`config.mk`:
```
export PLATFORM = sky130hd
export DESIGN_NAME = sec_irq_regfile
export DESIGN_NICKNAME = d
export VERILOG_FILES = /design/src/rtl/sec_irq_regfile_pkg.sv /design/src/rtl/rf_addr_decode.sv /design/src/rtl/rf_irq_state.sv /design/src/rtl/rf_cpu_if.sv /design/src/rtl/sec_irq_regfile.sv
export SDC_FILE = /design/constraint.sdc
export NUM_CORES = 2
export LEC_CHECK = 0
export BUFFER_PORTS_ARGS = -buffer_cell sky130_fd_sc_hd__buf_2
export CORE_MARGIN = 2
export CORE_UTILIZATION = 28
export CTS_BUF_LIST = sky130_fd_sc_hd__clkbuf_8 sky130_fd_sc_hd__clkbuf_16
export DETAILED_ROUTE_END_ITERATION = 16
export PLACE_DENSITY = 0.39
export SETUP_SLACK_MARGIN = 0.05
export SYNTH_ARGS = -nofsm -noshare
export SYNTH_HDL_FRONTEND = slang
export SYNTH_SLANG_ARGS = --single-unit
```
`constraint.sdc`:
```
create_clock -name clk -period 7.05 [get_ports clk]
set_clock_uncertainty 0.2 [all_clocks]
set_input_delay 1.41 -clock clk [delete_from_list [all_inputs] [get_ports clk]]
set_output_delay 1.41 -clock clk [all_outputs]
set_load 0.02 [all_outputs]
```
`src/rtl/sec_irq_regfile_pkg.sv`:
```
package sec_irq_regfile_pkg;

    typedef enum logic [3:0] {
        W_NONE, W_TYPE, W_GROUP, W_SETEN, W_CLREN, W_SETPEND, W_CLRPEND,
        W_SETACT, W_CLRACT, W_CFG, W_SGICLR, W_SGISET, W_CPUCTL, W_BPR
    } win_e;

    typedef struct packed {
        win_e       win;
        logic [4:0] idx;
    } dec_t;

    function automatic dec_t decode_addr(input logic [11:0] a);
        dec_t d;
        d.win = W_NONE;
        d.idx = a[6:2];
        if (a[1:0] != 2'b00) begin
            d.win = W_NONE;
        end else if (a[11:10] == 2'b10) begin
            d.idx = '0;
            if (a[9:2] == 8'd0)      d.win = W_CPUCTL;
            else if (a[9:2] == 8'd2) d.win = W_BPR;
        end else if (a[11:7] == 5'h18) begin
            d.win = W_CFG;
        end else if (a[11:4] == 8'hF1) begin
            d.win = W_SGICLR;
            d.idx = {3'b000, a[3:2]};
        end else if (a[11:4] == 8'hF2) begin
            d.win = W_SGISET;
            d.idx = {3'b000, a[3:2]};
        end else if (a[11:10] == 2'b00) begin
            case (a[9:7])
                3'd0: if (a[6:2] == 5'd1) begin
                          d.win = W_TYPE;
                          d.idx = '0;
                      end
                3'd1: d.win = W_GROUP;
                3'd2: d.win = W_SETEN;
                3'd3: d.win = W_CLREN;
                3'd4: d.win = W_SETPEND;
                3'd5: d.win = W_CLRPEND;
                3'd6: d.win = W_SETACT;
                default: d.win = W_CLRACT;
            endcase
        end
        return d;
    endfunction

    function automatic logic [2:0] clamp_floor(input logic [2:0] v, input logic [2:0] lo);
        return (v < lo) ? lo : v;
    endfunction

    function automatic logic [2:0] inc_sat7(input logic [2:0] v);
        return (v == 3'd7) ? 3'd7 : v + 3'd1;
    endfunction

endpackage

```
`src/rtl/rf_addr_decode.sv`:
```
module rf_addr_decode
    import sec_irq_regfile_pkg::*;
(
    input  logic [11:0] addr,
    output dec_t        dec
);
    always_comb dec = decode_addr(addr);
endmodule

```
`src/rtl/rf_irq_state.sv`:
```
module rf_irq_state
    import sec_irq_regfile_pkg::*;
#(
    parameter int NUM_IRQ = 64,
    parameter int NUM_SGI = 16
) (
    input  logic        clk,
    input  logic        rst,
    input  logic        wr,
    input  win_e        win,
    input  logic [4:0]  idx,
    input  logic [31:0] wdata,
    input  logic [3:0]  be,
    input  logic        sec,
    output logic [31:0] rdata
);
    localparam int SRC_W = 8 * NUM_SGI;

    logic [NUM_IRQ-1:0]   grp_q, en_q, pend_q, act_q, allow;
    logic [2*NUM_IRQ-1:0] cfg_q;
    logic [SRC_W-1:0]     src_q;

    always_comb begin
        for (int i = 0; i < NUM_IRQ; i++) allow[i] = sec | grp_q[i];
    end

    always_ff @(posedge clk) begin
        if (rst) begin
            grp_q  <= '0;
            en_q   <= '0;
            pend_q <= '0;
            act_q  <= '0;
            cfg_q  <= '0;
            src_q  <= '0;
        end else if (wr) begin
            for (int i = 0; i < NUM_IRQ; i++) begin
                if (idx == 5'(i / 32) && be[(i % 32) / 8]) begin
                    case (win)
                        W_GROUP:   if (sec) grp_q[i] <= wdata[i % 32];
                        W_SETEN:   if (allow[i] && wdata[i % 32]) en_q[i]   <= 1'b1;
                        W_CLREN:   if (allow[i] && wdata[i % 32]) en_q[i]   <= 1'b0;
                        W_SETPEND: if (allow[i] && wdata[i % 32]) pend_q[i] <= 1'b1;
                        W_CLRPEND: if (allow[i] && wdata[i % 32]) pend_q[i] <= 1'b0;
                        W_SETACT:  if (allow[i] && wdata[i % 32]) act_q[i]  <= 1'b1;
                        W_CLRACT:  if (allow[i] && wdata[i % 32]) act_q[i]  <= 1'b0;
                        default: ;
                    endcase
                end
                if (win == W_CFG && idx == 5'(i / 16) && be[((i % 16) * 2) / 8] && allow[i])
                    cfg_q[2*i +: 2] <= wdata[2*(i % 16) +: 2];
            end
            for (int s = 0; s < NUM_SGI; s++) begin
                if (idx == 5'(s / 4) && be[s % 4] && allow[s]) begin
                    if (win == W_SGISET) begin
                        src_q[8*s +: 8] <= src_q[8*s +: 8] | wdata[8*(s % 4) +: 8];
                        if (wdata[8*(s % 4) +: 8] != 8'h00) pend_q[s] <= 1'b1;
                    end else if (win == W_SGICLR) begin
                        src_q[8*s +: 8] <= src_q[8*s +: 8] & ~wdata[8*(s % 4) +: 8];
                        if ((src_q[8*s +: 8] & ~wdata[8*(s % 4) +: 8]) == 8'h00)
                            pend_q[s] <= 1'b0;
                    end
                end
                if (win == W_CLRPEND && idx == 5'd0 && be[s / 8] && wdata[s] && allow[s])
                    src_q[8*s +: 8] <= 8'h00;
            end
        end
    end

    always_comb begin
        rdata = '0;
        for (int i = 0; i < NUM_IRQ; i++) begin
            if (idx == 5'(i / 32)) begin
                case (win)
                    W_GROUP:             rdata[i % 32] = sec & grp_q[i];
                    W_SETEN,   W_CLREN:  rdata[i % 32] = allow[i] & en_q[i];
                    W_SETPEND, W_CLRPEND: rdata[i % 32] = allow[i] & pend_q[i];
                    W_SETACT,  W_CLRACT: rdata[i % 32] = allow[i] & act_q[i];
                    default: ;
                endcase
            end
            if (win == W_CFG && idx == 5'(i / 16))
                rdata[2*(i % 16) +: 2] = allow[i] ?
                    {cfg_q[2*i+1] | (i < NUM_SGI), cfg_q[2*i]} : 2'b00;
        end
        for (int s = 0; s < NUM_SGI; s++) begin
            if ((win == W_SGISET || win == W_SGICLR) && idx == 5'(s / 4))
                rdata[8*(s % 4) +: 8] = allow[s] ? src_q[8*s +: 8] : 8'h00;
        end
    end
endmodule

```
`src/rtl/rf_cpu_if.sv`:
```
module rf_cpu_if
    import sec_irq_regfile_pkg::*;
#(
    parameter logic [2:0] MIN_BPR_S  = 3'd0,
    parameter logic [2:0] MIN_BPR_NS = 3'd1
) (
    input  logic        clk,
    input  logic        rst,
    input  logic        wr,
    input  win_e        win,
    input  logic [2:0]  wdata,
    input  logic        be0,
    input  logic        sec,
    output logic [31:0] rdata
);
    logic       cbpr_q;
    logic [2:0] bpr_s_q, bpr_ns_q;

    always_ff @(posedge clk) begin
        if (rst) begin
            cbpr_q   <= 1'b0;
            bpr_s_q  <= MIN_BPR_S;
            bpr_ns_q <= MIN_BPR_NS;
        end else if (wr && be0) begin
            if (win == W_CPUCTL && sec) cbpr_q <= wdata[0];
            if (win == W_BPR) begin
                if (sec)          bpr_s_q  <= clamp_floor(wdata, MIN_BPR_S);
                else if (!cbpr_q) bpr_ns_q <= clamp_floor(wdata, MIN_BPR_NS);
            end
        end
    end

    always_comb begin
        rdata = '0;
        if (win == W_CPUCTL)
            rdata[0] = sec & cbpr_q;
        else if (win == W_BPR)
            rdata[2:0] = sec ? bpr_s_q : (cbpr_q ? inc_sat7(bpr_s_q) : bpr_ns_q);
    end
endmodule

```
`src/rtl/sec_irq_regfile.sv`:
```
module sec_irq_regfile
    import sec_irq_regfile_pkg::*;
#(
    parameter int NUM_IRQ = 64,
    parameter int NUM_SGI = 16,
    parameter int NUM_CPU = 1,
    parameter bit SEC_EXT = 1'b1
) (
    input  logic        clk,
    input  logic        rst,
    input  logic        req_valid,
    input  logic        req_write,
    input  logic [11:0] req_addr,
    input  logic [31:0] req_wdata,
    input  logic [3:0]  req_be,
    input  logic        req_secure,
    output logic        rsp_ready,
    output logic [31:0] rsp_rdata
);
    localparam logic [4:0] IRQ_WORDS_M1 = 5'(NUM_IRQ / 32 - 1);
    localparam logic [2:0] CPU_M1       = 3'(NUM_CPU - 1);
    localparam logic [31:0] TYPE_WORD   =
        {21'd0, SEC_EXT, 2'b00, CPU_M1, IRQ_WORDS_M1};

    dec_t        dec;
    logic        wr, eff_sec;
    logic [31:0] state_rd, cpu_rd, rd_word;

    assign wr      = req_valid & req_write;
    assign eff_sec = req_secure | ~SEC_EXT;

    rf_addr_decode u_dec (.addr(req_addr), .dec(dec));

    rf_irq_state #(.NUM_IRQ(NUM_IRQ), .NUM_SGI(NUM_SGI)) u_state (
        .clk(clk), .rst(rst), .wr(wr), .win(dec.win), .idx(dec.idx),
        .wdata(req_wdata), .be(req_be), .sec(eff_sec), .rdata(state_rd)
    );

    rf_cpu_if u_cpu (
        .clk(clk), .rst(rst), .wr(wr), .win(dec.win), .wdata(req_wdata[2:0]),
        .be0(req_be[0]), .sec(eff_sec), .rdata(cpu_rd)
    );

    assign rd_word = state_rd | cpu_rd | ((dec.win == W_TYPE) ? TYPE_WORD : 32'd0);

    always_ff @(posedge clk) begin
        if (rst) begin
            rsp_ready <= 1'b0;
            rsp_rdata <= '0;
        end else begin
            rsp_ready <= req_valid;
            rsp_rdata <= (req_valid && !req_write) ? rd_word : 32'd0;
        end
    end
endmodule

```
Word-level counts from Yosys, hierarchy flattened
Cells that the tools add are included.
Cells by class
  order comparisons: 2
  multiplexer cells: 822
  div/mod/pow operators: 0
  $add $sub $neg: 1
  multiply operators: 0
  shift-type cells: 0
  equal/unequal tests: 381
  bitwise logic cells: 363
  reduce and logical (&&, ||, !) cells: 555
Operator list (count)
  5-bit AND reduction: 176
  8-bit 2-to-1 mux: 96
  2-bit by 1-bit != test with 1-bit output, second input constant: 352
  1-bit case mux with 2 select lines: 192
  1-bit 2-to-1 mux: 321
  1-bit AND: 258
  2-bit 2-to-1 mux: 129
  1-bit case mux with 4 select lines: 64
  1-bit logical AND: 222
  8-bit zero test: 17
  2-bit AND reduction: 65
  8-bit AND: 16
  8-bit bitwise OR: 16
  1-bit bitwise OR: 64
  3-bit AND reduction: 17
  3-bit nonzero test: 16
  2-bit nonzero test: 20
  9-bit 2-to-1 mux: 4
  4-bit AND reduction: 9
  8-bit inverter: 4
  32-bit by 11-bit bitwise OR with 32-bit output: 1
  32-bit by 3-bit bitwise OR with 32-bit output: 1
  8-bit nonzero test: 4
  4-bit case mux with 7 select lines: 1
  other kinds (27): 59
Storage, ports and cells
  input bits: 53
  bits in latches: 0
  bits in registers: 536
  memories kept: 0
  memory bits (read-only): 0
  bits in writable memories: 0

Longest topological paths before layout
  depth after elaboration: 29
  mapped depth: 16
  depth with buffers taken out: 10

Cells and area by module
From an unflattened synthesis, not the netlist that was laid out.
Unflattened totals
  cells, all modules: 3690
  area total of the unflattened synthesis: 28645.0 um^2
Modules (own cells, without submodules)
  rf_irq_state: area each 26743.1 um^2, cells each 3494, instances 1, sequential area each 9929.5 um^2
  sec_irq_regfile: area each 980.9 um^2, cells each 72, instances 1, sequential area each 660.6 um^2
  rf_cpu_if: area each 659.4 um^2, cells each 83, instances 1, sequential area each 140.1 um^2
  rf_addr_decode: area each 261.5 um^2, cells each 41, instances 1, sequential area each 0.0 um^2

Least setup slack after synthesis
OpenSTA, ideal clock, no wires.
  path kind: input-to-reg
  start point: input port req_addr[7]
  end point: register rsp_rdata[0]
  library setup time: 0.132 ns
  buffers on the path: 3
  path slack: 2.495 ns
  arrival: 4.223 ns
  stages on the path: 13
  data required time: 6.718 ns
  cells stage by stage: or4b_4 or4b_1 buf_2 nand2_4 o21ai_1 and2_1 clkbuf_1 buf_2 a222oi_1 o21ai_0 o21a_1 a2111oi_0 nor3_1
On the way
  word-level cells in the longest chain between the ends: 24
  elaborated cells on any way between the ends: 70
  classes of those cells: eq/ne: 26; mux: 27; bitwise: 2; reduce/logical: 15
RTL lines
  start: declaration: RTL line sec_irq_regfile.sv:13  | input logic [11:0] req_addr,
  3-bit equality test, or another cell as far along: RTL line sec_irq_regfile_pkg.sv:32  | case (a[9:7])
  4-bit case mux with 7 select lines: RTL line sec_irq_regfile_pkg.sv:32
  9-bit 2-to-1 mux: RTL line sec_irq_regfile_pkg.sv:31  | end else if (a[11:10] == 2'b00) begin
  9-bit 2-to-1 mux: RTL line sec_irq_regfile_pkg.sv:28  | end else if (a[11:4] == 8'hF2) begin
  9-bit 2-to-1 mux: RTL line sec_irq_regfile_pkg.sv:25  | end else if (a[11:4] == 8'hF1) begin
  4-bit 2-to-1 mux: RTL line sec_irq_regfile_pkg.sv:23  | end else if (a[11:7] == 5'h18) begin
  9-bit 2-to-1 mux *: RTL line sec_irq_regfile_pkg.sv:19  | end else if (a[11:10] == 2'b10) begin
  4-bit 2-to-1 mux: RTL line sec_irq_regfile_pkg.sv:17  | if (a[1:0] != 2'b00) begin
  [... 3 more ...]
  1-bit 2-to-1 mux: RTL line rf_irq_state.sv:72  | if (idx == 5'(i / 32)) begin
  2-bit 2-to-1 mux (2 in series): RTL line rf_irq_state.sv:81  | if (win == W_CFG && idx == 5'(i / 16))
  1-bit case mux with 4 select lines: RTL line rf_irq_state.sv:73  | case (win)
  1-bit 2-to-1 mux: RTL line rf_irq_state.sv:72
  2-bit 2-to-1 mux (2 in series): RTL line rf_irq_state.sv:81
  8-bit 2-to-1 mux (4 in series): RTL line rf_irq_state.sv:86  | if ((win == W_SGISET || win == W_SGICLR) && idx == 5'(s / 4))
  32-bit by 3-bit bitwise OR with 32-bit output: RTL line sec_irq_regfile.sv:44  | assign rd_word = state_rd | cpu_rd | ((dec.win == W_TYPE) ? TYPE_WORD : 32'd0);
  32-bit by 11-bit bitwise OR with 32-bit output *: RTL line sec_irq_regfile.sv:44
  end signal: assignment: RTL line sec_irq_regfile.sv:52  | rsp_rdata <= (req_valid && !req_write) ? rd_word : 32'd0;
  end: declaration: RTL line sec_irq_regfile.sv:18  | output logic [31:0] rsp_rdata
Mark *: on every way between the ends. The rest lies on a longest branch, timed or not.
A chain may end at the register's enable or synchronous reset.

Worst setup path after layout
  start point: input port req_addr[7]
  end point: register rsp_rdata[8]
On the way
  word-level cells in the longest chain between the ends: 24
  elaborated cells on any way between the ends: 64
  classes of those cells: eq/ne: 23; mux: 24; bitwise: 2; reduce/logical: 15
RTL lines (RTL line)
  3-bit equality test, or another cell as far along: sec_irq_regfile_pkg.sv:32
  4-bit case mux with 7 select lines or 5-bit 2-to-1 mux (tied branches): sec_irq_regfile_pkg.sv:32
  9-bit 2-to-1 mux: sec_irq_regfile_pkg.sv:31
  9-bit 2-to-1 mux: sec_irq_regfile_pkg.sv:28
  9-bit 2-to-1 mux: sec_irq_regfile_pkg.sv:25
  4-bit 2-to-1 mux or 5-bit 2-to-1 mux (tied branches): sec_irq_regfile_pkg.sv:23
  9-bit 2-to-1 mux *: sec_irq_regfile_pkg.sv:19
  4-bit 2-to-1 mux or 5-bit 2-to-1 mux (tied branches): sec_irq_regfile_pkg.sv:17
  [... 5 more ...]
  2-bit 2-to-1 mux (2 in series): rf_irq_state.sv:81
  1-bit case mux with 4 select lines: rf_irq_state.sv:73
  1-bit 2-to-1 mux: rf_irq_state.sv:72
  2-bit 2-to-1 mux: rf_irq_state.sv:81
  8-bit 2-to-1 mux (3 in series): rf_irq_state.sv:86
  8-bit 2-to-1 mux *: rf_irq_state.sv:86
  32-bit by 3-bit bitwise OR with 32-bit output *: sec_irq_regfile.sv:44
  32-bit by 11-bit bitwise OR with 32-bit output *: sec_irq_regfile.sv:44
Marked as above.

==> out/metrics.cfg <==
[floorplan]
fp.dieW_um = 316
ios = 86
start_util_pct = 28.2
die_y_um = 316
rows = 114
fp.dieArea_um2 = 99600
core-area_um2 = 96400

[grt]
antenna_found_initial = 6
grt_usage_pct = 29.6
grt_pass1_wl_mm = 213
grt_max_degree = 163
grt_overflow = 0
first_global_vias = 27500

[route]
num_vias = 29800
drt-initial-drc-count = 4000
routedWlPerCell_um = 30.3
final_antenna_net_count = 0
drc = 0
dr.pass1.iters = 9
wirelength_mm = 151
viasPerCell = 5.97

[timing]
min_period_ps = 5370
post-route-period-util_pct = 76.2
worst_slew_pin_slew_ps = 1230
finalSetupViolCount = 0
drv_slew = 0
worst_slack_ps = 1680
max_freq_mhz = 186
tns_ps = 0
hold_viol = 0
slew_headroom_pct = 18.0
rsz0062_at_grt = no

[yosys]
netlist_area_um2 = 27200
synth_area_leaders = dfxtp_1 (39%), nor2_1 (9.0%), a21oi_1 (7.2%), nand2_1 (6.3%), o21ai_0 (4.6%)
synth-seq-area-share_pct = 39.5
synth_largest_area_cell = dfxtp_1
synth_top_area_share_pct = 39.5
synth_edf_count = 0
synth_flop_cell = dfxtp_1
postSynthAreaPerCell_um2 = 7.47
synthTopCellsByCount = nor2_1 (649), dfxtp_1 (536), nand2_1 (454), a21oi_1 (391), o21ai_0 (251)
async_reset_ff_share_pct = 0
yosysMostFrequentCell = nor2_1
ys_ff_latch = 536
ys_types = 88
syn_nets = 3691
yosys_warnings = 0
syn_inst = 3637

[placement]
pre_cts_ws_ps = 1220
hpwl_mm = 106
place.port_buffers = 85
gp_congestion = 0.962
placed_area_um2 = 29300

[setup_path]
crit_required_ps = 7310
crit_arrival_ps = 5630
cp-end-kind = flip-flop
ff2ff_setup_slack_ps = 3980
path_class = in2reg
rr_startpoint = u_state.grp_q[8]$_SDFFE_PP0P_
r2r_cells = 6
path_max_fanout = 17
critPathLaunchType = input port
r2r_end = rsp_rdata[5]$_SDFF_PP0_

[cells_and_area]
design_area_um2 = 31500
drive_gt1_share_pct = 10.6
nets = 3713
synthToLayoutAreaGrowth_pct = 16.0

[flow_run]
maxCapViolCount = 0

[cts]
clk_path_buf_depth = 3
insertion_delay_ps = 650
cts-root-buf = clkbuf_16
cts_resized = 0
path_clk_slew_ps = 50
clock-sinks = 536
cts_tree = built
hold_buffers = 0
numCtsBuffers = 68
htreeDepth = 3
post-cts-setup-buffer-count = 0

[worst_hold_path]
holdPathEnd = u_state.cfg_q[111]$_SDFFE_PP0P_
hold_depth = 2
hold_start = u_state.cfg_q[111]$_SDFFE_PP0P_
hp-class = reg2reg

[pwr]
ir_drop_mv = 0.164
power.leakage_nw = 9.86
power.density_nw_per_um2 = 228

[run_status]
status = completed

kinds of logic after synthesis:
family	after synthesis	share of synthesized area, %
AOI/OAI and AO/OA	1217	28.9
xor gates and xnor gates	2	0.0645
adders and majority gates	1	0.0460
buffers and inverters	305	4.42
DFF	536	39.5
muxes	93	3.43
and+or+nand+nor	1483	23.7
worst max path at each step:
stage | startpoint | end | depth (start not counted)
after floorplan | req_addr[7] | rsp_rdata[0]$_SDFF_PP0_ | 13
after global placement | req_addr[11] | rsp_rdata[8]$_SDFF_PP0_ | 13
after detailed placement | req_addr[7] | rsp_rdata[8]$_SDFF_PP0_ | 13
after CTS | req_addr[7] | rsp_rdata[8]$_SDFF_PP0_ | 13
after global routing | req_addr[7] | rsp_rdata[8]$_SDFF_PP0_ | 13
final | req_addr[7] | rsp_rdata[8]$_SDFF_PP0_ | 13
cell usage in the layout (no fill, tap or decap), types with 6 or more instances in the layout:
cell type,count
a31oi_1,39
o221ai_1,6
and3_1,11
a22oi_1,66
nand3_1,99
o31ai_1,11
o21ai_0,251
a222oi_1,63
a221o_1,10
nor2b_1,9
dfxtp_1,536
a22o_1,40
a21oi_1,391
clkbuf_16,70
inv_1,75
buf_4,113
a211o_1,9
o211ai_1,6
nand4_1,24
or3_1,51
buf_2,83
a311oi_1,8
clkbuf_8,13
a221oi_1,34
nand3b_1,7
nor2_1,645
nor2_2,20
and2_1,6
a211oi_1,145
mux2i_1,93
o21ai_1,27
a21o_1,9
or4_1,7
o22ai_1,23
or2_2,35
nand2_1,453
a32oi_1,12
nor4_1,13
nor3_1,63
cell type report:
type / count / area, µm²
fillers: 10500 / 64900
multi-input cells: 2796 / 15400
flip-flops and latches: 536 / 10700
clock buffers: 83 / 1930
well taps: 1276 / 1600
repair buffers: 201 / 1360
clock inverters: 37 / 312
inverters: 56 / 210
diodes: 2 / 5.00
routing by layer:
layer  routed length, µm  track usage, %  part of all wire, %
met1               65800            41.0                   44
met2               64500            44.4                   43
met3               13100            5.42                  8.7
met4                7730            13.4                  5.1
met5                  31               0                0.021
registers in the layout (all words and copies together) (netlist names):
name and count:
rsp_ready 1, u_state.grp_q 64, rsp_rdata 32, u_state.pend_q 64, u_state.en_q 64, u_state.src_q 128, u_state.cfg_q 112, u_cpu.bpr_s_q 3
u_state.act_q 64, u_cpu.bpr_ns_q 3, u_cpu.cbpr_q 1
report_power, final:
group	switching [mW]	total (mW)	internal, mW	leakage (nW)
clock	1.50	3.61	2.12	1.18
sequential	0.00741	3.04	3.04	4.32
combinational	0.421	0.514	0.0927	4.36
through the flow:
stage | std cells | power (mW) | hold WS, ps | util, %
after floorplan | 3637 | 3.36 | 232 | -
after global placement | 4865 | 3.61 | 247 | 30.4
after detailed placement | 4865 | 3.61 | 251 | 30.4
after CTS | 4985 | 7.21 | 261 | 32.7
after global routing | 4985 | 7.35 | 275 | 32.7
final | 4987 | 7.17 | 257 | 32.7
worst max-delay path, cell delays in order:
cell	delay (ps)
buf_2	170
or4b_4	590
or4b_1	540
buf_4	270
nand2_4	190
nand2_1	180
o21ai_4	720
buf_4	330
a222oi_1	150
a21boi_0	210
o21ai_0	210
nand4_1	160
nor4bb_1	470
Note: power is estimated with default switching activity, not from simulation.
